### src/rtl/burst_cnt_pkg.sv
package burst_cnt_pkg;
  typedef enum logic [2:0] {
    OP_IDLE,
    OP_CLEAR,
    OP_LOAD_ADDR,
    OP_LOAD_MASK,
    OP_RETX,
    OP_STEP
  } cnt_op_e;
endpackage

### src/rtl/burst_cnt_ctrl.sv
module burst_cnt_ctrl
  import burst_cnt_pkg::*;
(
  input  logic    load_i,
  input  logic    mask_sel_i,
  input  logic    cnt_en_i,
  input  logic    cnt_rst_i,
  input  logic    retx_i,
  output cnt_op_e op_o
);
  // fixed priority: reset > load > retransmit > increment
  always_comb begin
    if (cnt_rst_i)      op_o = OP_CLEAR;
    else if (load_i)    op_o = mask_sel_i ? OP_LOAD_MASK : OP_LOAD_ADDR;
    else if (retx_i)    op_o = OP_RETX;
    else if (cnt_en_i)  op_o = OP_STEP;
    else                op_o = OP_IDLE;
  end
endmodule

### src/rtl/burst_cnt_mask.sv
module burst_cnt_mask
  import burst_cnt_pkg::*;
#(
  parameter int ADDR_W = 18
) (
  input  logic              clk_i,
  input  logic              rst_ni,
  input  cnt_op_e           op_i,
  input  logic [ADDR_W-1:0] addr_i,
  output logic [ADDR_W-1:0] mask_o,
  output logic [ADDR_W-1:0] mask_d_o
);
  logic [ADDR_W-1:0] mask_q, shaped;

  // contiguous run from bit 0; bit 0 always selected
  assign shaped[0] = 1'b1;
  for (genvar k = 1; k < ADDR_W; k++) begin : g_shape
    assign shaped[k] = shaped[k-1] & addr_i[k];
  end

  always_comb begin
    mask_d_o = mask_q;
    case (op_i)
      OP_CLEAR:     mask_d_o = '1;
      OP_LOAD_MASK: mask_d_o = shaped;
      default:      mask_d_o = mask_q;
    endcase
  end

  always_ff @(posedge clk_i or negedge rst_ni) begin
    if (!rst_ni) mask_q <= '1;
    else         mask_q <= mask_d_o;
  end

  assign mask_o = mask_q;

  AST_MASK_SHAPE: assert property (@(posedge clk_i) disable iff (!rst_ni)
    mask_q[0] && ((mask_q & (mask_q + 1'b1)) == '0));
  AST_MASK_CLEAR: assert property (@(posedge clk_i) disable iff (!rst_ni)
    (op_i == OP_CLEAR) |=> (mask_q == '1));
  AST_MASK_HOLD: assert property (@(posedge clk_i) disable iff (!rst_ni)
    (op_i inside {OP_IDLE, OP_STEP, OP_RETX, OP_LOAD_ADDR}) |=> $stable(mask_q));
endmodule

### src/rtl/burst_cnt_core.sv
module burst_cnt_core
  import burst_cnt_pkg::*;
#(
  parameter int ADDR_W = 18
) (
  input  logic              clk_i,
  input  logic              rst_ni,
  input  cnt_op_e           op_i,
  input  logic [ADDR_W-1:0] addr_i,
  input  logic [ADDR_W-1:0] mask_i,
  input  logic              wrap_sel_i,
  output logic [ADDR_W-1:0] cnt_o,
  output logic [ADDR_W-1:0] cnt_d_o,
  output logic              fill_step_o
);
  localparam logic [ADDR_W-1:0] ONE = {{(ADDR_W-1){1'b0}}, 1'b1};

  logic [ADDR_W-1:0] cnt_q, mirror_q, mirror_d, bumped;
  logic              at_max;

  assign at_max = ((cnt_q & mask_i) == mask_i);
  assign bumped = (cnt_q & ~mask_i) | ((cnt_q + ONE) & mask_i);

  always_comb begin
    cnt_d_o     = cnt_q;
    mirror_d    = mirror_q;
    fill_step_o = 1'b0;
    case (op_i)
      OP_CLEAR: begin
        cnt_d_o  = '0;
        mirror_d = '0;
      end
      OP_LOAD_ADDR: begin
        cnt_d_o  = addr_i;
        mirror_d = addr_i;
      end
      OP_RETX: cnt_d_o = mirror_q;
      OP_STEP: begin
        if (at_max) begin
          cnt_d_o = wrap_sel_i ? mirror_q : (cnt_q & ~mask_i);
        end else begin
          cnt_d_o     = bumped;
          fill_step_o = 1'b1;
        end
      end
      default: cnt_d_o = cnt_q;
    endcase
  end

  always_ff @(posedge clk_i or negedge rst_ni) begin
    if (!rst_ni) begin
      cnt_q    <= '0;
      mirror_q <= '0;
    end else begin
      cnt_q    <= cnt_d_o;
      mirror_q <= mirror_d;
    end
  end

  assign cnt_o = cnt_q;

  AST_LOAD_BOTH: assert property (@(posedge clk_i) disable iff (!rst_ni)
    (op_i == OP_LOAD_ADDR) |=> (cnt_q == $past(addr_i)) && (mirror_q == $past(addr_i)));
  AST_IDLE_HOLD: assert property (@(posedge clk_i) disable iff (!rst_ni)
    (op_i == OP_IDLE) |=> $stable(cnt_q));
  AST_UPPER_HOLD: assert property (@(posedge clk_i) disable iff (!rst_ni)
    (op_i == OP_STEP && !(at_max && wrap_sel_i)) |=>
      ((cnt_q & ~mask_i) == $past(cnt_q & ~mask_i)));
  AST_WRAP_CLEAR: assert property (@(posedge clk_i) disable iff (!rst_ni)
    (op_i == OP_STEP && at_max && !wrap_sel_i) |=> ((cnt_q & mask_i) == '0));
  AST_WRAP_MIRROR: assert property (@(posedge clk_i) disable iff (!rst_ni)
    (op_i == OP_STEP && at_max && wrap_sel_i) |=> (cnt_q == $past(mirror_q)));
  AST_RETX_MIRROR: assert property (@(posedge clk_i) disable iff (!rst_ni)
    (op_i == OP_RETX) |=> (cnt_q == $past(mirror_q)) && $stable(mirror_q));
  AST_CLEAR_ZERO: assert property (@(posedge clk_i) disable iff (!rst_ni)
    (op_i == OP_CLEAR) |=> (cnt_q == '0) && (mirror_q == '0));
endmodule

### src/rtl/burst_cnt_irq.sv
module burst_cnt_irq #(
  parameter int ADDR_W = 18
) (
  input  logic              clk_i,
  input  logic              rst_ni,
  input  logic [ADDR_W-1:0] cnt_d_i,
  input  logic [ADDR_W-1:0] mask_d_i,
  input  logic              fill_step_i,
  output logic              int_no
);
  logic full_d, low_q, low_d;

  assign full_d = ((cnt_d_i & mask_d_i) == mask_d_i);
  // set only by counting into full; kept while still full
  assign low_d  = full_d && (fill_step_i || low_q);

  always_ff @(posedge clk_i or negedge rst_ni) begin
    if (!rst_ni) low_q <= 1'b0;
    else         low_q <= low_d;
  end

  assign int_no = ~low_q;

  AST_INT_ON_FILL: assert property (@(posedge clk_i) disable iff (!rst_ni)
    (fill_step_i && full_d) |=> !int_no);
endmodule

### src/rtl/burst_addr_counter.sv
module burst_addr_counter
  import burst_cnt_pkg::*;
#(
  parameter int ADDR_W = 18
) (
  input  logic              clk_i,
  input  logic              rst_ni,
  input  logic [ADDR_W-1:0] addr_i,
  input  logic              load_i,
  input  logic              mask_sel_i,
  input  logic              cnt_en_i,
  input  logic              cnt_rst_i,
  input  logic              retx_i,
  input  logic              wrap_sel_i,
  output logic [ADDR_W-1:0] addr_o,
  output logic              cnt_int_no
);
  cnt_op_e           op;
  logic [ADDR_W-1:0] mask_q, mask_d, cnt_d;
  logic              fill_step;

  burst_cnt_ctrl u_ctrl (
    .load_i     (load_i),
    .mask_sel_i (mask_sel_i),
    .cnt_en_i   (cnt_en_i),
    .cnt_rst_i  (cnt_rst_i),
    .retx_i     (retx_i),
    .op_o       (op)
  );

  burst_cnt_mask #(.ADDR_W(ADDR_W)) u_mask (
    .clk_i    (clk_i),
    .rst_ni   (rst_ni),
    .op_i     (op),
    .addr_i   (addr_i),
    .mask_o   (mask_q),
    .mask_d_o (mask_d)
  );

  burst_cnt_core #(.ADDR_W(ADDR_W)) u_core (
    .clk_i       (clk_i),
    .rst_ni      (rst_ni),
    .op_i        (op),
    .addr_i      (addr_i),
    .mask_i      (mask_q),
    .wrap_sel_i  (wrap_sel_i),
    .cnt_o       (addr_o),
    .cnt_d_o     (cnt_d),
    .fill_step_o (fill_step)
  );

  burst_cnt_irq #(.ADDR_W(ADDR_W)) u_irq (
    .clk_i       (clk_i),
    .rst_ni      (rst_ni),
    .cnt_d_i     (cnt_d),
    .mask_d_i    (mask_d),
    .fill_step_i (fill_step),
    .int_no      (cnt_int_no)
  );

  AST_INT_ONLY_FULL: assert property (@(posedge clk_i) disable iff (!rst_ni)
    !cnt_int_no |-> ((addr_o & mask_q) == mask_q));
  AST_RST_WINS: assert property (@(posedge clk_i) disable iff (!rst_ni)
    cnt_rst_i |=> (addr_o == '0) && cnt_int_no);
  AST_LOAD_OVER_RETX: assert property (@(posedge clk_i) disable iff (!rst_ni)
    (!cnt_rst_i && load_i && !mask_sel_i) |=> (addr_o == $past(addr_i)));
endmodule

### config.mk
export PLATFORM = sky130hd
export DESIGN_NAME = burst_addr_counter
export DESIGN_NICKNAME = d
export VERILOG_FILES = /design/src/rtl/burst_cnt_pkg.sv /design/src/rtl/burst_cnt_ctrl.sv /design/src/rtl/burst_cnt_mask.sv /design/src/rtl/burst_cnt_core.sv /design/src/rtl/burst_cnt_irq.sv /design/src/rtl/burst_addr_counter.sv
export SDC_FILE = /design/constraint.sdc
export NUM_CORES = 1
export LEC_CHECK = 0
export BUFFER_PORTS_ARGS = -buffer_cell sky130_fd_sc_hd__buf_4
export CAP_MARGIN = 20
export CELL_PAD_IN_SITES_DETAIL_PLACEMENT = 1
export CELL_PAD_IN_SITES_GLOBAL_PLACEMENT = 1
export CORE_MARGIN = 4
export CORE_UTILIZATION = 44
export CTS_CLUSTER_DIAMETER = 120
export CTS_CLUSTER_SIZE = 25
export DETAILED_ROUTE_END_ITERATION = 12
export GPL_TIMING_DRIVEN = 0
export PLACE_DENSITY = 0.82
export SLEW_MARGIN = 20
export SYNTH_ARGS = -nofsm -noshare
export SYNTH_HDL_FRONTEND = slang
export SYNTH_HIERARCHICAL = 1
export SYNTH_SLANG_ARGS = --single-unit
### constraint.sdc
create_clock -name clk_i -period 3.75 [get_ports clk_i]
set_clock_uncertainty 0.2 [all_clocks]
set_input_delay 0.1875 -clock clk_i [delete_from_list [all_inputs] [get_ports clk_i]]
set_output_delay 0.1875 -clock clk_i [all_outputs]
set_load 0.01 [all_outputs]
* Word-level counts from Yosys, hierarchy flattened
Cells that the tools add are included.
Word-level totals: RAM bits 0, bits in latches 0, ROM bits 0, output and inout port bits 19, memories kept 0, bits of input ports 26, word-level logic and storage cells 50, bits in registers 55
Cells by class: multiplexer cells 12, bitwise gates (word level) 23, add/sub/neg operators 1, div/mod/pow operators 0, shift-type cells 0, equal/unequal tests 7, reductions and logical operators 3, $lt $le $gt $ge 0, $mul 0
Operators with widths (number):
- bitwise AND 18 bit | 4
- case mux 18 bit (2 select lines) | 2
- case mux 18 bit (4 select lines) | 1
- == test 18 bit | 2
- two-way mux 18 bit | 2
- adder 18 x 1 -> 18 bit (second input constant) | 1
- inverter 18 bit | 1
- bitwise OR 18 bit | 1
- bitwise AND 1 bit | 16
- two-way mux 3 bit | 4
- == test 3 x 2 -> 1 bit (second input constant) | 2
- == test 3 bit (second input constant) | 2
- == test 3 x 1 -> 1 bit (second input constant) | 1
- two-way mux 1 bit | 3
- nonzero test 2 bit | 1
- logical AND 1 bit | 1
- logical OR 1 bit | 1
- inverter 1 bit | 1

* Longest topological paths before layout
depth in word-level cells 20, mapped depth 13

* Modules after synthesis
Netlist, hierarchy kept.
By module, submodules not included:
- burst_cnt_core | instances 1, cells an instance 333, area an instance 2710.1 um2
- burst_cnt_mask | instances 1, cells an instance 71, area an instance 800.8 um2
- burst_cnt_irq | instances 1, cells an instance 30, area an instance 180.2 um2
- burst_cnt_ctrl | instances 1, cells an instance 5, area an instance 28.8 um2

* Worst setup path after synthesis
Ideal clock, no wire load.
path type reg2reg, start register u_core.cnt_q[6], in the netlist u_core/cnt_o[6], end register u_irq.low_q, path buffers 2, path slack 0.906 ns, arrival 2.577 ns, library setup time 0.067 ns, cell stages (with the launch flop) 13, cell sequence dfrtp_1 -> buf_4 -> nor2b_2 -> a2111o_1 -> nor4_4 -> and2_4 -> buf_12 -> mux2_2 -> a21oi_1 -> nand2b_1 -> o2111ai_1 -> nor3_1 -> and3_1
On the way: elaborated cells on any way between the ends 15
RTL lines:
- start, declared | line burst_cnt_core.sv:18 | logic [ADDR_W-1:0] cnt_q, mirror_q, mirror_d, bumped;
- start signal, assigned | line burst_cnt_core.sv:55 | cnt_q <= cnt_d_o;
- bitwise AND 18 bit | line burst_cnt_core.sv:21 | assign at_max = ((cnt_q & mask_i) == mask_i);
- == test 18 bit | line burst_cnt_core.sv:21
- two-way mux 18 bit | line burst_cnt_core.sv:39 | if (at_max) begin
- case mux 18 bit (4 select lines) | line burst_cnt_core.sv:28 | case (op_i)
- net cnt_d[0] | line burst_addr_counter.sv:19 | logic [ADDR_W-1:0] mask_q, mask_d, cnt_d;
- bitwise AND 18 bit | line burst_cnt_irq.sv:13 | assign full_d = ((cnt_d_i & mask_d_i) == mask_d_i);
- == test 18 bit | line burst_cnt_irq.sv:13
- logical AND 1 bit | line burst_cnt_irq.sv:15 | assign low_d = full_d && (fill_step_i || low_q);
- net u_irq.low_d | line burst_cnt_irq.sv:11 | logic full_d, low_q, low_d;
- end signal, assigned | line burst_cnt_irq.sv:19 | else low_q <= low_d;
- end, declared | line burst_cnt_irq.sv:11
The timed path passes the listed nets, and every way through them passes these cells. A chain may end at the register's enable or synchronous reset.

* Worst setup path after layout
start input cnt_rst_i, end register u_irq.low_q
On the way: word-level cells in the longest chain between the ends 6, elaborated cells on any way between the ends 13
Ends and longest elaborated chain:
- start, declared | line burst_addr_counter.sv:12 | input logic cnt_rst_i,
- two-way mux 3 bit (*) | line burst_cnt_ctrl.sv:13 | if (cnt_rst_i) op_o = OP_CLEAR;
- net op[2] | line burst_addr_counter.sv:18 | cnt_op_e op;
- == test 3 bit, or another cell as far along | line burst_cnt_core.sv:28
- case mux 18 bit (4 select lines) (*) | line burst_cnt_core.sv:28
- net cnt_d[15] | line burst_addr_counter.sv:19
- bitwise AND 18 bit (*) | line burst_cnt_irq.sv:13
- == test 18 bit (*) | line burst_cnt_irq.sv:13
- logical AND 1 bit (*) | line burst_cnt_irq.sv:15
- net u_irq.low_d | line burst_cnt_irq.sv:11
Mark *: on every way through the listed nets, which the timed path passes. The rest lies on a longest branch.

==> impl_metrics.ini <==
[run_status]
outcome = finished, final reports clean

[global_route]
antenna_found_initial = 0
grt_usage_pct = 30.3
grt_max_degree = 56
grt_pass1_vias = 4189
grt-ovfl-total = 0
grt_pass1_wl_um = 23100

[timing]
fmax_mhz = 270
fin_crit_ns = 3.70
fin_crit_sh_pct = 98.7
hold_viol = 0
max-slew-margin-rel_pct = 27.5
setup_viol = 0
tightest_slew_ns = 1.09
finalMaxSlewViolations = 0
fin_ws_ns = 0.0472

[place]
gp_congestion = 0.939
io_buffers = 43
place_area_sq_mm = 0.00417
pre_cts_slack_ns = -0.451
dp_hpwl_um = 10600

[critical_path]
rr_worst_depth = 11
start_kind = input port
crit_path_end_kind = register
reg2reg_slack_ns = 0.31
critical_path_class = input port to register
cp_data_arrival_time_ns = 3.76
crit_fanout = 10
cp_data_required_time_ns = 3.81

[yosys]
synth_top_flop_cell = dfrtp_1
ys_seq_area_share_pct = 37.6
synth.area.top_cells = dfrtp_1 25%, dfstp_2 13%, a22o_1 5.7%
synth.largest_area_cell = dfrtp_1
synth_commonest_cells = 44 x inv_1, 40 x a21oi_1, 37 x dfrtp_1
netlist_area_sq_mm = 0.00372
syn_inst = 439
ys_types = 59
synth_top_area_share_pct = 24.9
synth_most_common_cell = inv_1
ys_async_sr_fraction_pct = 100
ys_warn_count = 6
avgSynthCellArea_sq_um = 8.47
synth-seq-cells = 55
synth_edf_count = 0
syn_nets = 468

[min_path]
hold_depth = 4
holdCritPathClass = input port to register

[drt]
via_per_inst = 6.55
ant_nets = 0
wirelength_um = 15000
drtPass1Iterations = 6
drc = 0
vias = 4022
wl_per_cell_um = 24.5
drt-initial-drc-count = 288

[cells_and_area]
diodes = 0
fillers = 1008
drive_gt1_share_pct = 18.1
fin_nets = 537
final_area_sq_mm = 0.00449
syn_to_final_growth_pct = 20.7

[clocking]
clock_sinks = 55
clock_latency_ns = 0.32
clk_pin_slew_worst_paths_ns = 0.10
h-tree-depth = 2
root_buffer = clkbuf_8
cts_buffer_depth = 2
cts_tree = built
cts_buffers = 5

[power_and_ir_drop]
p_leak_nw = 1.94
ir_drop_mv = 0.191
power_density_mw_per_mm2 = 375
power.total_mw = 1.69

[die]
core_sq_mm = 0.00822
rows = 33
die_w_um = 99.9
start_util_pct = 45.3
die_area_sq_mm = 0.00999
die_h_um = 99.9
boundaryPins = 45

[job]
maxCapViolCount = 0
==> final timing paths <==
check | to | start
worst min-delay path | u_mask/mask_o[2]$_DFF_PN1_ | cnt_rst_i
max in group asynchronous | u_core/mirror_q[7]$_DFFE_PN0P_ | rst_ni
min in group asynchronous | u_core/mirror_q[11]$_DFFE_PN0P_ | rst_ni
worst min register to register | u_mask/mask_o[0]$_DFF_PN1_ | u_mask/mask_o[0]$_DFF_PN1_
worst max-delay path | u_irq/low_q$_DFF_PN0_ | cnt_rst_i
worst max register to register | u_irq/low_q$_DFF_PN0_ | u_core/cnt_o[1]$_DFF_PN0_
==> metal layers <==
layer  part of all wire, %  GRT usage (%)
met1                    39           38.0
met5                     0              0
met4                   5.7           17.2
met2                    47           49.5
met3                   8.5           4.66
==> power by group <==
part | leakage (nW) | switching [mW] | internal (mW)
clock network | 0.0612 | 0.210 | 0.217
registers | 0.683 | 0.0850 | 0.675
logic | 1.20 | 0.301 | 0.198
total | 1.94 | 0.596 | 1.09
==> registers in the layout, summed over array words and instances, names as in the netlist <==
name	cells
u_core/cnt_o	18
u_core/mirror_q	18
u_mask/mask_o	18
u_irq/low_q	1
==> kinds of logic (layout without fill, tap and decap cells) <==
logic type	Yosys count	after routing	synth area share, %
compound gates	144	144	26.5
xor+xnor	15	15	3.53
fa+ha+maj	3	3	1.01
buf+inv	74	144	8.61
flops	55	55	37.6
mux	13	13	3.57
simple gates	135	135	19.2
==> through the flow <==
stage                     hold slack (ns)  util (%)  TNS, ns  cells
after detailed placement           0.0977      50.8   -0.451    587
after global placement             0.0915      50.8   -0.308    587
final                               0.167      54.6        0    614
after global routing                0.184      54.6  -0.0144    614
after CTS                           0.149      54.6        0    614
after floorplan                    -0.308         -        0    439
==> repair_timing <==
| action | 4_1_cts | 5_1_grt |
|---|---|---|
| hold endpoints to repair | 62 | 0 |
| cloned | 0 | 0 |
| setup buffers | 0 | 0 |
| hold buffers | 19 | 0 |
| gates resized for setup | 1 | 1 |
| setup endpoints to repair | 1 | 1 |
==> cells in the final DEF, fill, tap and decap left out, types with 13 or more instances in the layout <==
cell,count
a21oi_1,40
a22o_1,24
buf_4,44
clkbuf_1,16
dfrtp_1,37
dfstp_2,18
dlygate4sd3_1,19
inv_1,44
nand2_1,32
nand3_1,13
nor2_1,32
o21ai_0,18
o22ai_1,23
==> final cells by class <==
cell class	instances	area, sq um	area share (%)
multi-input combinational	310	2010	44.7
sequential	55	1400	31.2
timing repair buffer	62	513	11.4
inverter	44	165	3.68
buffer	30	155	3.46
tap	105	131	2.93
clock buffer	6	82.6	1.84
clock inverter	2	35.0	0.780
==> critical path: stages <==
cell and delay, ns:
buf_4 0.12, nor3_2 0.45, buf_1 0.53, nor3_1 0.15, nor2_2 0.45, clkbuf_1 0.61
o21ai_0 0.25, a32oi_1 0.25, inv_1 0.08, a222oi_1 0.44, and3_1 0.23
No activity file was read; power rests on OpenSTA's default activity.
